## src/rtl/sdram_ref_pkg.sv

```systemverilog
package sdram_ref_pkg;
   typedef enum logic [1:0] {ST_IDLE, ST_PRE, ST_WAIT, ST_REF} seq_state_t;

   // {ras_n, cas_n, we_n}
   localparam logic [2:0] PINS_NOP  = 3'b111;
   localparam logic [2:0] PINS_PALL = 3'b010;
   localparam logic [2:0] PINS_REF  = 3'b001;
endpackage

```

## src/rtl/sdram_ref_interval.sv

```systemverilog
module sdram_ref_interval #(
   parameter int CNT_W = 14
) (
   input  logic             clk,
   input  logic             rst_n,
   input  logic [CNT_W-1:0] cfg_interval,
   output logic             tick
);
   logic [CNT_W-1:0] cnt;

   // reload on expiry, independent of when the refresh actually runs
   always_ff @(posedge clk) begin
      if (!rst_n)
         cnt <= '0;
      else if (cfg_interval == '0)
         cnt <= '0;
      else if (cnt <= CNT_W'(1))
         cnt <= cfg_interval;
      else
         cnt <= cnt - 1'b1;
   end

   assign tick = (cfg_interval != '0) && (cnt == CNT_W'(1));
endmodule

```

## src/rtl/sdram_ref_pending.sv

```systemverilog
module sdram_ref_pending #(
   parameter int PEND_MAX = 2,
   localparam int PEND_W = $clog2(PEND_MAX + 1)
) (
   input  logic clk,
   input  logic rst_n,
   input  logic tick,
   input  logic done,
   output logic pending
);
   logic [PEND_W-1:0] pend;

   always_ff @(posedge clk) begin
      if (!rst_n)
         pend <= '0;
      else if (tick && !done) begin
         if (pend != PEND_W'(PEND_MAX))
            pend <= pend + 1'b1;
      end else if (done && !tick && pend != '0)
         pend <= pend - 1'b1;
   end

   assign pending = (pend != '0);
endmodule

```

## src/rtl/sdram_ref_seq.sv

```systemverilog
module sdram_ref_seq
   import sdram_ref_pkg::*;
#(
   parameter int NUM_BANKS = 4,
   parameter int PRE_W     = 4,
   localparam int IDX_W    = $clog2(NUM_BANKS)
) (
   input  logic             clk,
   input  logic             rst_n,
   input  logic             pending,
   input  logic             acc_busy,
   input  logic             rec_clear,
   input  logic [PRE_W-1:0] cfg_pre_to_act,
   output logic             busy,
   output logic             pall,
   output logic             done,
   output logic [NUM_BANKS-1:0] ref_onehot
);
   localparam logic [IDX_W-1:0] LAST = IDX_W'(NUM_BANKS - 1);

   seq_state_t       state;
   logic [PRE_W-1:0] wcnt;
   logic [IDX_W-1:0] bidx;

   always_ff @(posedge clk) begin
      if (!rst_n) begin
         state <= ST_IDLE;
         wcnt  <= '0;
         bidx  <= '0;
      end else begin
         case (state)
            ST_IDLE:
               if (pending && !acc_busy && rec_clear)
                  state <= ST_PRE;
            ST_PRE:
               if (cfg_pre_to_act <= PRE_W'(1)) begin
                  state <= ST_REF;
                  bidx  <= '0;
               end else begin
                  state <= ST_WAIT;
                  wcnt  <= cfg_pre_to_act - PRE_W'(2);
               end
            ST_WAIT:
               if (wcnt == '0) begin
                  state <= ST_REF;
                  bidx  <= '0;
               end else
                  wcnt <= wcnt - 1'b1;
            ST_REF:
               if (bidx == LAST)
                  state <= ST_IDLE;
               else
                  bidx <= bidx + 1'b1;
            default:
               state <= ST_IDLE;
         endcase
      end
   end

   assign busy = (state != ST_IDLE);
   assign pall = (state == ST_PRE);
   assign done = (state == ST_REF) && (bidx == LAST);

   for (genvar b = 0; b < NUM_BANKS; b++) begin : g_sel
      assign ref_onehot[b] = (state == ST_REF) && (bidx == IDX_W'(b));
   end
endmodule

```

## src/rtl/sdram_ref_recovery.sv

```systemverilog
module sdram_ref_recovery #(
   parameter int NUM_BANKS = 4,
   parameter int REC_W     = 6
) (
   input  logic                 clk,
   input  logic                 rst_n,
   input  logic [NUM_BANKS-1:0] ref_onehot,
   input  logic [REC_W-1:0]     cfg_ref_rec,
   output logic [NUM_BANKS-1:0] blocked,
   output logic                 all_clear
);
   logic [REC_W-1:0] load_val;
   assign load_val = (cfg_ref_rec == '0) ? '0 : cfg_ref_rec - 1'b1;

   for (genvar b = 0; b < NUM_BANKS; b++) begin : g_bank
      logic [REC_W-1:0] cnt;
      always_ff @(posedge clk) begin
         if (!rst_n)
            cnt <= '0;
         else if (ref_onehot[b])
            cnt <= load_val;
         else if (cnt != '0)
            cnt <= cnt - 1'b1;
      end
      assign blocked[b] = (cnt != '0);
   end

   assign all_clear = ~|blocked;
endmodule

```

## src/rtl/sdram_refresh_sched.sv

```systemverilog
module sdram_refresh_sched
   import sdram_ref_pkg::*;
#(
   parameter int NUM_BANKS  = 4,
   parameter int CNT_W      = 14,
   parameter int PRE_W      = 4,
   parameter int REC_W      = 6,
   parameter int MISS_DEPTH = 1
) (
   input  logic                 clk,
   input  logic                 rst_n,
   input  logic [CNT_W-1:0]     cfg_interval,
   input  logic [PRE_W-1:0]     cfg_pre_to_act,
   input  logic [REC_W-1:0]     cfg_ref_rec,
   input  logic                 acc_busy,
   output logic                 ref_req,
   output logic                 ref_busy,
   output logic [NUM_BANKS-1:0] act_block,
   output logic [NUM_BANKS-1:0] cs_n,
   output logic                 ras_n,
   output logic                 cas_n,
   output logic                 we_n
);
   localparam int PEND_MAX = 1 + MISS_DEPTH;

   if (NUM_BANKS < 2) begin : g_bad_banks
      $error("sdram_refresh_sched: NUM_BANKS must be at least 2");
   end
   if (CNT_W < 2 || PRE_W < 2 || REC_W < 1) begin : g_bad_widths
      $error("sdram_refresh_sched: counter widths too small");
   end
   if (MISS_DEPTH < 0) begin : g_bad_miss
      $error("sdram_refresh_sched: MISS_DEPTH must be non-negative");
   end

   logic tick, pending, pall, done, rec_clear;
   logic [NUM_BANKS-1:0] ref_onehot, blocked;

   sdram_ref_interval #(.CNT_W(CNT_W)) u_interval (
      .clk(clk), .rst_n(rst_n), .cfg_interval(cfg_interval), .tick(tick)
   );

   sdram_ref_pending #(.PEND_MAX(PEND_MAX)) u_pending (
      .clk(clk), .rst_n(rst_n), .tick(tick), .done(done), .pending(pending)
   );

   sdram_ref_seq #(.NUM_BANKS(NUM_BANKS), .PRE_W(PRE_W)) u_seq (
      .clk(clk), .rst_n(rst_n), .pending(pending), .acc_busy(acc_busy),
      .rec_clear(rec_clear), .cfg_pre_to_act(cfg_pre_to_act),
      .busy(ref_busy), .pall(pall), .done(done), .ref_onehot(ref_onehot)
   );

   sdram_ref_recovery #(.NUM_BANKS(NUM_BANKS), .REC_W(REC_W)) u_recovery (
      .clk(clk), .rst_n(rst_n), .ref_onehot(ref_onehot),
      .cfg_ref_rec(cfg_ref_rec), .blocked(blocked), .all_clear(rec_clear)
   );

   logic [2:0] pins;
   always_comb begin
      if (pall) begin
         cs_n = '0;
         pins = PINS_PALL;
      end else if (|ref_onehot) begin
         cs_n = ~ref_onehot;
         pins = PINS_REF;
      end else begin
         cs_n = '1;
         pins = PINS_NOP;
      end
   end

   assign {ras_n, cas_n, we_n} = pins;
   assign ref_req   = pending;
   assign act_block = {NUM_BANKS{ref_busy}} | blocked;
endmodule

```

## config.mk

```make
export PLATFORM = sky130hd
export DESIGN_NAME = sdram_refresh_sched
export DESIGN_NICKNAME = d
export VERILOG_FILES = /design/src/rtl/sdram_ref_pkg.sv /design/src/rtl/sdram_ref_interval.sv /design/src/rtl/sdram_ref_pending.sv /design/src/rtl/sdram_ref_seq.sv /design/src/rtl/sdram_ref_recovery.sv /design/src/rtl/sdram_refresh_sched.sv
export SDC_FILE = /design/constraint.sdc
export NUM_CORES = 1
export LEC_CHECK = 0
export BUFFER_PORTS_ARGS = -buffer_cell sky130_fd_sc_hd__buf_2
export CAP_MARGIN = 15
export CORE_UTILIZATION = 41
export CTS_CLUSTER_DIAMETER = 30
export DETAILED_ROUTE_END_ITERATION = 12
export PLACE_DENSITY_LB_ADDON = 0.15
export SYNTH_ARGS = -nofsm -noshare
export SYNTH_HDL_FRONTEND = slang
export SYNTH_SLANG_ARGS = --single-unit
```

## constraint.sdc

```tcl
create_clock -name clk -period 3.6 [get_ports clk]
set_clock_uncertainty 0.15 [all_clocks]
set_input_delay 0.54 -clock clk [delete_from_list [all_inputs] [get_ports clk]]
set_output_delay 0.54 -clock clk [all_outputs]
set_load 0.03 [all_outputs]
```

# After elaboration in Yosys (flattened, before gate mapping)
# Index checks and enable logic that the tools add are counted.
[word_totals]
out_inout_bits = 13
elab_cells = 110
input_bits = 27
reg_bits = 48
[op_classes]
n_addsub = 11
n_mux = 29
n_eq_ne = 16
order_cmp = 2
reduce_logical = 40
n_bitwise = 3
[ops]
columns = ["operator", "count"]
rows = [
  ["$mux W6", 9],
  ["$sub A6 B1 Y6 const B", 5],
  ["$reduce_bool A6 Y1", 4],
  ["$mux W2", 9],
  ["$mux W4", 4],
  ["$reduce_bool A2 Y1", 8],
  ["$eq A14 B1 Y1 const B", 1],
  ["$le A14 B1 Y1 const B", 1],
  ["$logic_not A14 Y1", 1],
  ["$mux W14", 1],
  ["$reduce_bool A14 Y1", 1],
  ["$sub A14 B1 Y14 const B", 1],
  ["$logic_and A1 B1 Y1", 10],
  ["$ne A2 B2 Y1 const B", 5],
  ["$eq A2 B2 Y1 const B", 4],
  ["$ne A2 B1 Y1 const B", 4],
  ["$pmux W2 S4", 1],
  ["$pmux W4 S2", 1],
  ["$reduce_or A4 Y1", 2],
  ["$logic_not A6 Y1", 1],
  ["$mux W3", 2],
  ["$pmux W2 S3", 1],
  ["$reduce_and A3 Y1", 2],
  ["$add A2 B1 Y2 const B", 2],
  ["16 further kinds", 21],
]

# Longest topological paths before layout
# Gate-level depths: netlist of the first run.
[depth]
depth_word = 7
ltp_mapped = 8

# By module
# A second synthesis of the first run with hierarchy kept.
[hier_totals]
hier_cells = 355
area_unflattened_um2 = 3225.6
[by_module_without_submodules]
columns = ["mod", "cells_per_inst", "n_inst", "area_per_inst_um2"]
rows = [
  ["sdram_ref_recovery", 161, 1, 1465.2],
  ["sdram_ref_interval", 92, 1, 863.3],
  ["sdram_ref_seq", 78, 1, 698.2],
  ["sdram_ref_pending", 13, 1, 121.4],
  ["sdram_refresh_sched", 11, 1, 77.6],
]

# Worst setup path after synthesis of the first run
# Ideal clock, no wire load.
[synth_path]
kind = "flip-flop to output port"
from = "reg u_seq.state[0]"
to = "out cas_n"
arrival_time_ns = 1.808
slack_ns = 1.102
stages_incl_launch_ff = 6
cell_sequence = "dfxtp_1 -> ha_1 -> clkbuf_1 -> nand2_1 -> nand3_1 -> o21ai_0"
[synth_between]
elab_chain_len = 5
[synth_rtl]
columns = ["item", "line", "source"]
rows = [
  ["start, declared", "sdram_ref_seq.sv:21", "seq_state_t state;"],
  ["start signal, assigned", "sdram_ref_seq.sv:27", "state <= ST_IDLE;"],
  ["start signal, assigned", "sdram_ref_seq.sv:34", "state <= ST_PRE;"],
  ["start signal, assigned", "sdram_ref_seq.sv:37", "state <= ST_REF;"],
  ["$eq A2 B2 Y1", "sdram_ref_seq.sv:65", "assign ref_onehot[b] = (state == ST_REF) && (bidx == IDX_W'(b));"],
  ["$logic_and A1 B1 Y1", "sdram_ref_seq.sv:65", ""],
  ["$reduce_or A4 Y1", "sdram_refresh_sched.sv:63", "end else if (|ref_onehot) begin"],
  ["$mux W3", "sdram_refresh_sched.sv:63", ""],
  ["$mux W3 (*)", "sdram_refresh_sched.sv:60", "if (pall) begin"],
  ["end, declared", "sdram_refresh_sched.sv:21", "output logic cas_n,"],
]
# Mark *: on every way between the ends. The rest lies on a longest branch, timed or not.

# Worst setup path in the final report of the first run
# Same ends and word-level chain as after synthesis.

==> results.md, run 1 <==
* Crit path DAT at between 2000 and 2500 ps
* Antenna diode count at 0
* R2r setup slk at approximately 1400 ps
* Hold Path Class: reg -> reg
* Hold worst-path end: u_seq.wcnt[3]
* CORE AREA at around 7000 sq um
* I/O Buffers at 39
* Max-slew violations at 0
* Final hold violations at 0
* EDFF count, synth at 0
* # setup viols final at 0
* Hold path depth at 2
* Gr busiest metal: met2
* Setup TNS at 0 ps
* DRC violation total after the first TritonRoute iteration at between 100 and 150
* Detail Route Antenna Nets at 0
* Crit. End Element: output pin
* CP startpoint kind: flip-flop
* Register area share after synthesis at 0.3140
* Clock Tree Buf Depth at 2
* Slew margin rel. at 0.4019
* Post-Synthesis Cells at 384
* Reg2reg start: u_seq.state[0]
* NumNets Final at 468
* Register bit total from synthesis at 48
* PD cells at a little under 800 nW/um^2
* Leakage at approximately 1.4 nW
* Area Growth Syn to Fin at 12.67%
* Vias at about 2800
* GR Util met3 at 0.03451
* Gpl congestion at 0.8256
* First-pass GRT wire length at around 12000 um
* Synth warnings at 0
* CTS Hold Buffers Added at 0
* Met2 usage at 0.3098
* Met1 Use GR at 0.2617
* CTS Buf Count at 5
* Fin area at 3448 sq um
* Fin crit share at 0.7670
* CTS resizes at 0
* Max-cap viol count at 0
* Site Rows at 31
* Post-Route WL at just over 7000 um
* Reg2reg end: u_recovery.g_bank[3].cnt[5]
* Vias in the first global route at between 2000 and 3000
* Synthesized Nets at between 400 and 500
* Die footprint at just under 8000 sq um
* R2R depth at 4
* Initial antenna violation count at 0
* Top_reg_cell synth: dfxtp_1
* CP max FO at 16
* Num Clock Sinks at 48
* Worst Path Required at between 2000 and 3000 ps
* Yosys top cell area share at 0.3140
* Wire per inst at approximately 14 um
* First-pass DRT Iterations at 4
* Congestion Overflow GR at 0
* Largest net degree at the start of global routing at 29
* Final Critical Period at about 2800 ps
* Netlist cell types at 48
* Via/cell ratio at around 5.3
* Die height at 88.40 um
* DRC at 0
* GRT Util Overall at 0.1891
* Synth area leader: dfxtp_1
* TritonCTS clock tree: yes
* Asr flop ratio synth at 0
* Worst Setup Path Type: reg -> out
* Clock Tree Root: clkbuf_8
* Largest cells by area after synthesis: dfxtp_1, ha_1, a211oi_1, nor2_1, xnor2_1
* Synthesized area at between 3000 and 4000 sq um
* Peak supply drop at ~0.00031 V
* Clk Latency, worst-skew pair at 300 ps
* Starting Density at 0.4242
* RSZ-0062 raised after global routing: false
* CTS clk-pin slew, worst paths at 90 ps
* Fmax at around 0.36 GHz
* Die W at 88.40 um
* Avg Inst Size Synth at around 8 sq um
* H-Tree Depth at 2
* Hpwl dp at about 5300 um
* Status: completed
* Layout cell share with drive strength beyond 1 at 0.1405
* Hold Startpoint: u_seq.wcnt[3]
* Post-CTS setup buffer count at 0
* Io pins at 40
* DP Area at roughly 3300 sq um
* Worst Tran Pin Value at 889.0 ps
cells by family (layout without fill, tap and decap cells):
kind of cell    Yosys count  after routing  share of synthesized area
xor+xnor                 31             31                    0.08872
buf+inv                  39             75                    0.05437
mux                       3              3                   0.009812
simple gates            165            165                     0.2747
compound gates           76             76                     0.1684
fa+ha+maj                22             22                    0.08994
flops                    48             48                     0.3140
per-layer routing:
metal / wire, um / share of wire
met1: 3687 / 0.52
met2: 3113 / 0.44
met3: 234 / 0.033
met4: 61 / 0.0086
met5: 0 / 0
worst max path at each step:
stage	startpoint	end	slack, ps	depth (start not counted)
after global placement	cfg_ref_rec[0]	u_recovery.g_bank[0].cnt[3]	1160	8
after CTS	u_seq.state[0]	cas_n	840	5
after floorplan	u_seq.state[0]	cas_n	1100	5
after global routing	u_seq.state[0]	cas_n	670	5
after detailed placement	cfg_ref_rec[0]	u_recovery.g_bank[0].cnt[3]	1140	8
final	u_seq.state[0]	cas_n	840	5
area by class of cell:
cell class	count	area (sq um)
clock inverters	1	30.03
inverters	27	101.3
clock buffers	7	96.34
fillers	757	3766
flip-flops and latches	48	960.9
multi-input cells	297	1933
repair buffers	40	202.7
well taps	99	123.9
registers in the layout, indices dropped and copies added (netlist names):
register / cells
u_pending.pend: 2
u_recovery.g_bank.cnt: 24
u_interval.cnt: 14
u_seq.bidx: 2
u_seq.wcnt: 4
u_seq.state: 2
synth_stat cells, drive strengths merged, types with 2 or more instances:
| cell type | n |
|---|---|
| xor2 | 13 |
| or3 | 9 |
| nand2 | 37 |
| mux2i | 3 |
| o21ai | 10 |
| inv | 27 |
| dfxtp | 48 |
| nand4 | 4 |
| nor2 | 46 |
| nor4 | 9 |
| xnor2 | 18 |
| nand2b | 5 |
| nand3 | 16 |
| and3 | 3 |
| and2 | 4 |
| a211oi | 26 |
| o22ai | 3 |
| nor2b | 3 |
| ha | 22 |
| o21a | 2 |
| o211ai | 6 |
| nor3b | 3 |
| nor3 | 19 |
| clkbuf | 9 |
| buf | 2 |
| a21oi | 20 |
through the flow:
| stage | cells | worst slack [ps] | utilization | total power [mW] | hold WS (ps) |
|---|---|---|---|---|---|
| after floorplan | 384 | 1102 | - | 2.019 | 304.4 |
| after global placement | 511 | 1158 | 0.4605 | 2.275 | 326.2 |
| after detailed placement | 511 | 1143 | 0.4605 | 2.288 | 322.6 |
| after CTS | 519 | 843.3 | 0.4780 | 2.733 | 339.7 |
| after global routing | 519 | 672.3 | 0.4780 | 2.952 | 369.9 |
| final | 519 | 838.6 | 0.4780 | 2.724 | 339.7 |
power breakdown:
group | internal, mW | switching [mW] | total [mW]
clock network | 0.245 | 0.192 | 0.438
logic | 0.627 | 0.782 | 1.41
registers | 0.713 | 0.164 | 0.877
critical path, cell delays in order, from the launching register on:
cell and delay, ps:
dfxtp_1 410, ha_1 510, nand2_1 340, nand3_1 230, o21ai_0 90, buf_2 190
layout by cell type, fill, tap and decap left out, types with 13 or more instances in the layout:
| master | synthesis | layout |
|---|---|---|
| nand2_1 | 37 | 37 |
| inv_1 | 27 | 27 |
| nand3_1 | 15 | 15 |
| a211oi_1 | 25 | 25 |
| xnor2_1 | 18 | 18 |
| dfxtp_1 | 48 | 48 |
| nor3_1 | 18 | 18 |
| nor2_1 | 46 | 46 |
| a21oi_1 | 20 | 20 |
| buf_2 | 0 | 39 |
| xor2_1 | 13 | 13 |
| ha_1 | 22 | 22 |
No activity file was read; power rests on OpenSTA's default activity.
==> run 2, diff against run 1 <==
- clock period: 3.6 -> 2.58 ns (I/O delays scaled with it)
==> run 2 against run 1 <==
Net effect: sequential share of layout area grew 0.071 points; routed wire length up 2.7%; largest power group unchanged; combinational power up 40%; highest routed layer unchanged; hold slack lost 120 ps; first-iteration DRC count increased by 1.5%.
==> results.md, run 2 (same netlist as run 1, synthesis figures left out) <==
* Antenna diode count at 0 (unchanged)
* H-Tree Depth at 2 (unchanged)
* Wire per inst at 14.00 um (was 13.67 um)
* Share of total power in the clock network at 0.130 (was 0.161)
* R2R depth at 6 (was 4)
* Initial antenna violation count at 0 (unchanged)
* DP Area at 3337 sq um (was 3322 sq um)
* DRC at 0 (unchanged)
* Gpl congestion at 0.8300 (was 0.8256)
* Worst Tran Pin Value at 753.6 ps (was 889.0 ps)
* Slew margin rel. at 0.4929 (was 0.4019)
* Detail Route Antenna Nets at 0 (unchanged)
* CTS clk-pin slew, worst paths at 100 ps (was 90 ps)
* Int Pwr at 2.060 mW (was 1.585 mW)
* Clock Tree Buf Depth at 2 (unchanged)
* Layout cell share with drive strength beyond 1 at 0.1469 (was 0.1405)
* Max-cap viol count at 0 (unchanged)
* Largest register FFs at 24 (unchanged)
* CORE AREA at 7214 sq um (unchanged)
* Io pins at 40 (unchanged)
* Die height at 88.40 um (unchanged)
* # fillers at 741 (was 757)
* Site Rows at 31 (unchanged)
* Vias at 2745 (was 2767)
* DRC violation total after the first TritonRoute iteration at 132 (was 130)
* Setup TNS at 0 ps (unchanged)
* Starting Density at 0.4242 (unchanged)
* First-pass GRT wire length at 11990 um (was 11670 um)
* Clock Tree Root: clkbuf_8 (unchanged)
* Combinational share of power at 0.537 (was 0.517)
* Fin crit share at 0.9236
* Sequential cell area at 960.9 sq um (unchanged)
* Post-CTS setup buffer count at 0 (unchanged)
* Die W at 88.40 um (unchanged)
* Status: completed (unchanged)
* Area Growth Syn to Fin at 12.39% (was 12.67%)
* Sequential share of power at 0.334 (was 0.322)
* First-pass DRT Iterations at 4 (unchanged)
* Hold path depth at 3 (was 2)
* Post-Route WL at 7292 um (was 7097 um)
* Crit. End Element: output pin (unchanged)
* Final Critical Period at around 2400 ps
* Die footprint at 7814 sq um (unchanged)
* Max-slew violations at 0 (unchanged)
* Vias in the first global route at 2513 (was 2519)
* Largest net degree at the start of global routing at 29 (unchanged)
* CTS Buf Count at 5 (unchanged)
* NumNets Final at 470 (was 468)
* RSZ-0062 raised after global routing: false (unchanged)
* Final Util at 0.4768 (was 0.4780)
* CP startpoint kind: flip-flop (unchanged)
* Fin area at 3440 sq um (was 3448 sq um)
* Worst Setup Path Type: reg -> out (unchanged)
* Crit path DAT at 1850 ps (was 2070 ps)
* Hold Path Class: in -> reg (was reg -> reg)
* Worst Path Required at 2040 ps (was 2910 ps)
* Commonest cells after routing, fill and taps aside: dfxtp_1, nor2_1, buf_2 (unchanged)
* Via/cell ratio at 5.269 (was 5.331)
* GRT Util Overall at 0.1977 (was 0.1891)
* Reg with most FFs: u_recovery.g_bank.cnt (unchanged)
* Hpwl dp at 5452 um (was 5254 um)
* CP max FO at 16 (unchanged)
* P_sw at 1.620 mW (was 1.139 mW)
* I/O Buffers at 39 (unchanged)
* TritonCTS clock tree: yes (unchanged)
* Leakage at 1.406 nW (was 1.423 nW)
* Fmax at about 0.42 GHz
* # setup viols final at 0 (unchanged)
* Congestion Overflow GR at 0 (unchanged)
* Commonest non-fill, non-tap cell in the layout: dfxtp_1 (unchanged)
* Top Registers: u_recovery.g_bank.cnt x24, u_interval.cnt x14, u_seq.wcnt x4 (unchanged)
* Final hold violations at 0 (unchanged)
* Peak supply drop at 0.0004503 V (was 0.0003145 V)
* Clk Latency, worst-skew pair at 310 ps (was 300 ps)
* Switching portion of total power at 0.4402 (was 0.4180)
* PD cells at 1070 nW/um^2 (was 790.0 nW/um^2)
* Multi-input gate area at 1943 sq um (was 1933 sq um)
* Num Clock Sinks at 48 (unchanged)
==> run 2: critical path, stage by stage (launching register included) <==
cell and delay, ps:
dfxtp_1 430, ha_2 390, nand2_1 270, nand3_1 180, o21ai_0 80, buf_2 190
==> run 2: final timing paths <==
| kind | startpoint | to | slack [ps] |
|---|---|---|---|
| min | cfg_interval[6] | u_interval.cnt[6] | 220 |
| max | u_seq.state[0] | cas_n | 200 |
| max reg2reg | u_interval.cnt[0] | u_interval.cnt[1] | 320 |
| min reg2reg | u_seq.wcnt[3] | u_seq.wcnt[3] | 340 |
==> run 2: what timing repair did <==
item / in CTS / in global routing
setup endpoints to repair: 0 / 17
gates resized for setup: 0 / 2
hold buffers: 0 / 0
==> run 2: area by class of cell <==
class | instances | share of cell area
Multi-Input combinational cell | 297 | 0.5649
Clock inverter | 3 | 0.006912
Timing Repair Buffer | 42 | 0.06330
Clock buffer | 5 | 0.02001
Sequential cell | 48 | 0.2794
Inverter | 27 | 0.02947
Tap cell | 99 | 0.03601
==> run 2: stage by stage <==
step | setup WS [ps] | power (mW) | cells | hold slack (ps)
final | 197.0 | 3.680 | 521 | 218.6
after global routing | 47.78 | 4.000 | 521 | 213.1
after CTS | 33.28 | 3.673 | 521 | 212.2
after detailed placement | 178.8 | 3.184 | 513 | 326.1
after global placement | 221.7 | 3.168 | 513 | 327.6
after floorplan | 234.9 | 2.817 | 384 | 304.4
==> run 2: power by group through the flow <==
stage	sequential [mW]	clock (mW)	combinational, mW
5_1_grt	1.26	0.518	2.22
6_report	1.23	0.477	1.98
4_1_cts	1.22	0.489	1.96
2_1_floorplan	1.18	0	1.63
3_5_place_dp	1.24	0	1.95
3_3_place_gp	1.24	0	1.93
==> run 2: layer usage <==
metal | wire length (um) | global-route usage | vias up
met1 | 3766 | 0.2783 | 1268
met2 | 3211 | 0.3147 | 40
met4 | 96 | 0.04839 | 0
met5 | 0 | 0 | -
li1 | - | - | 1428
met3 | 217 | 0.03358 | 9
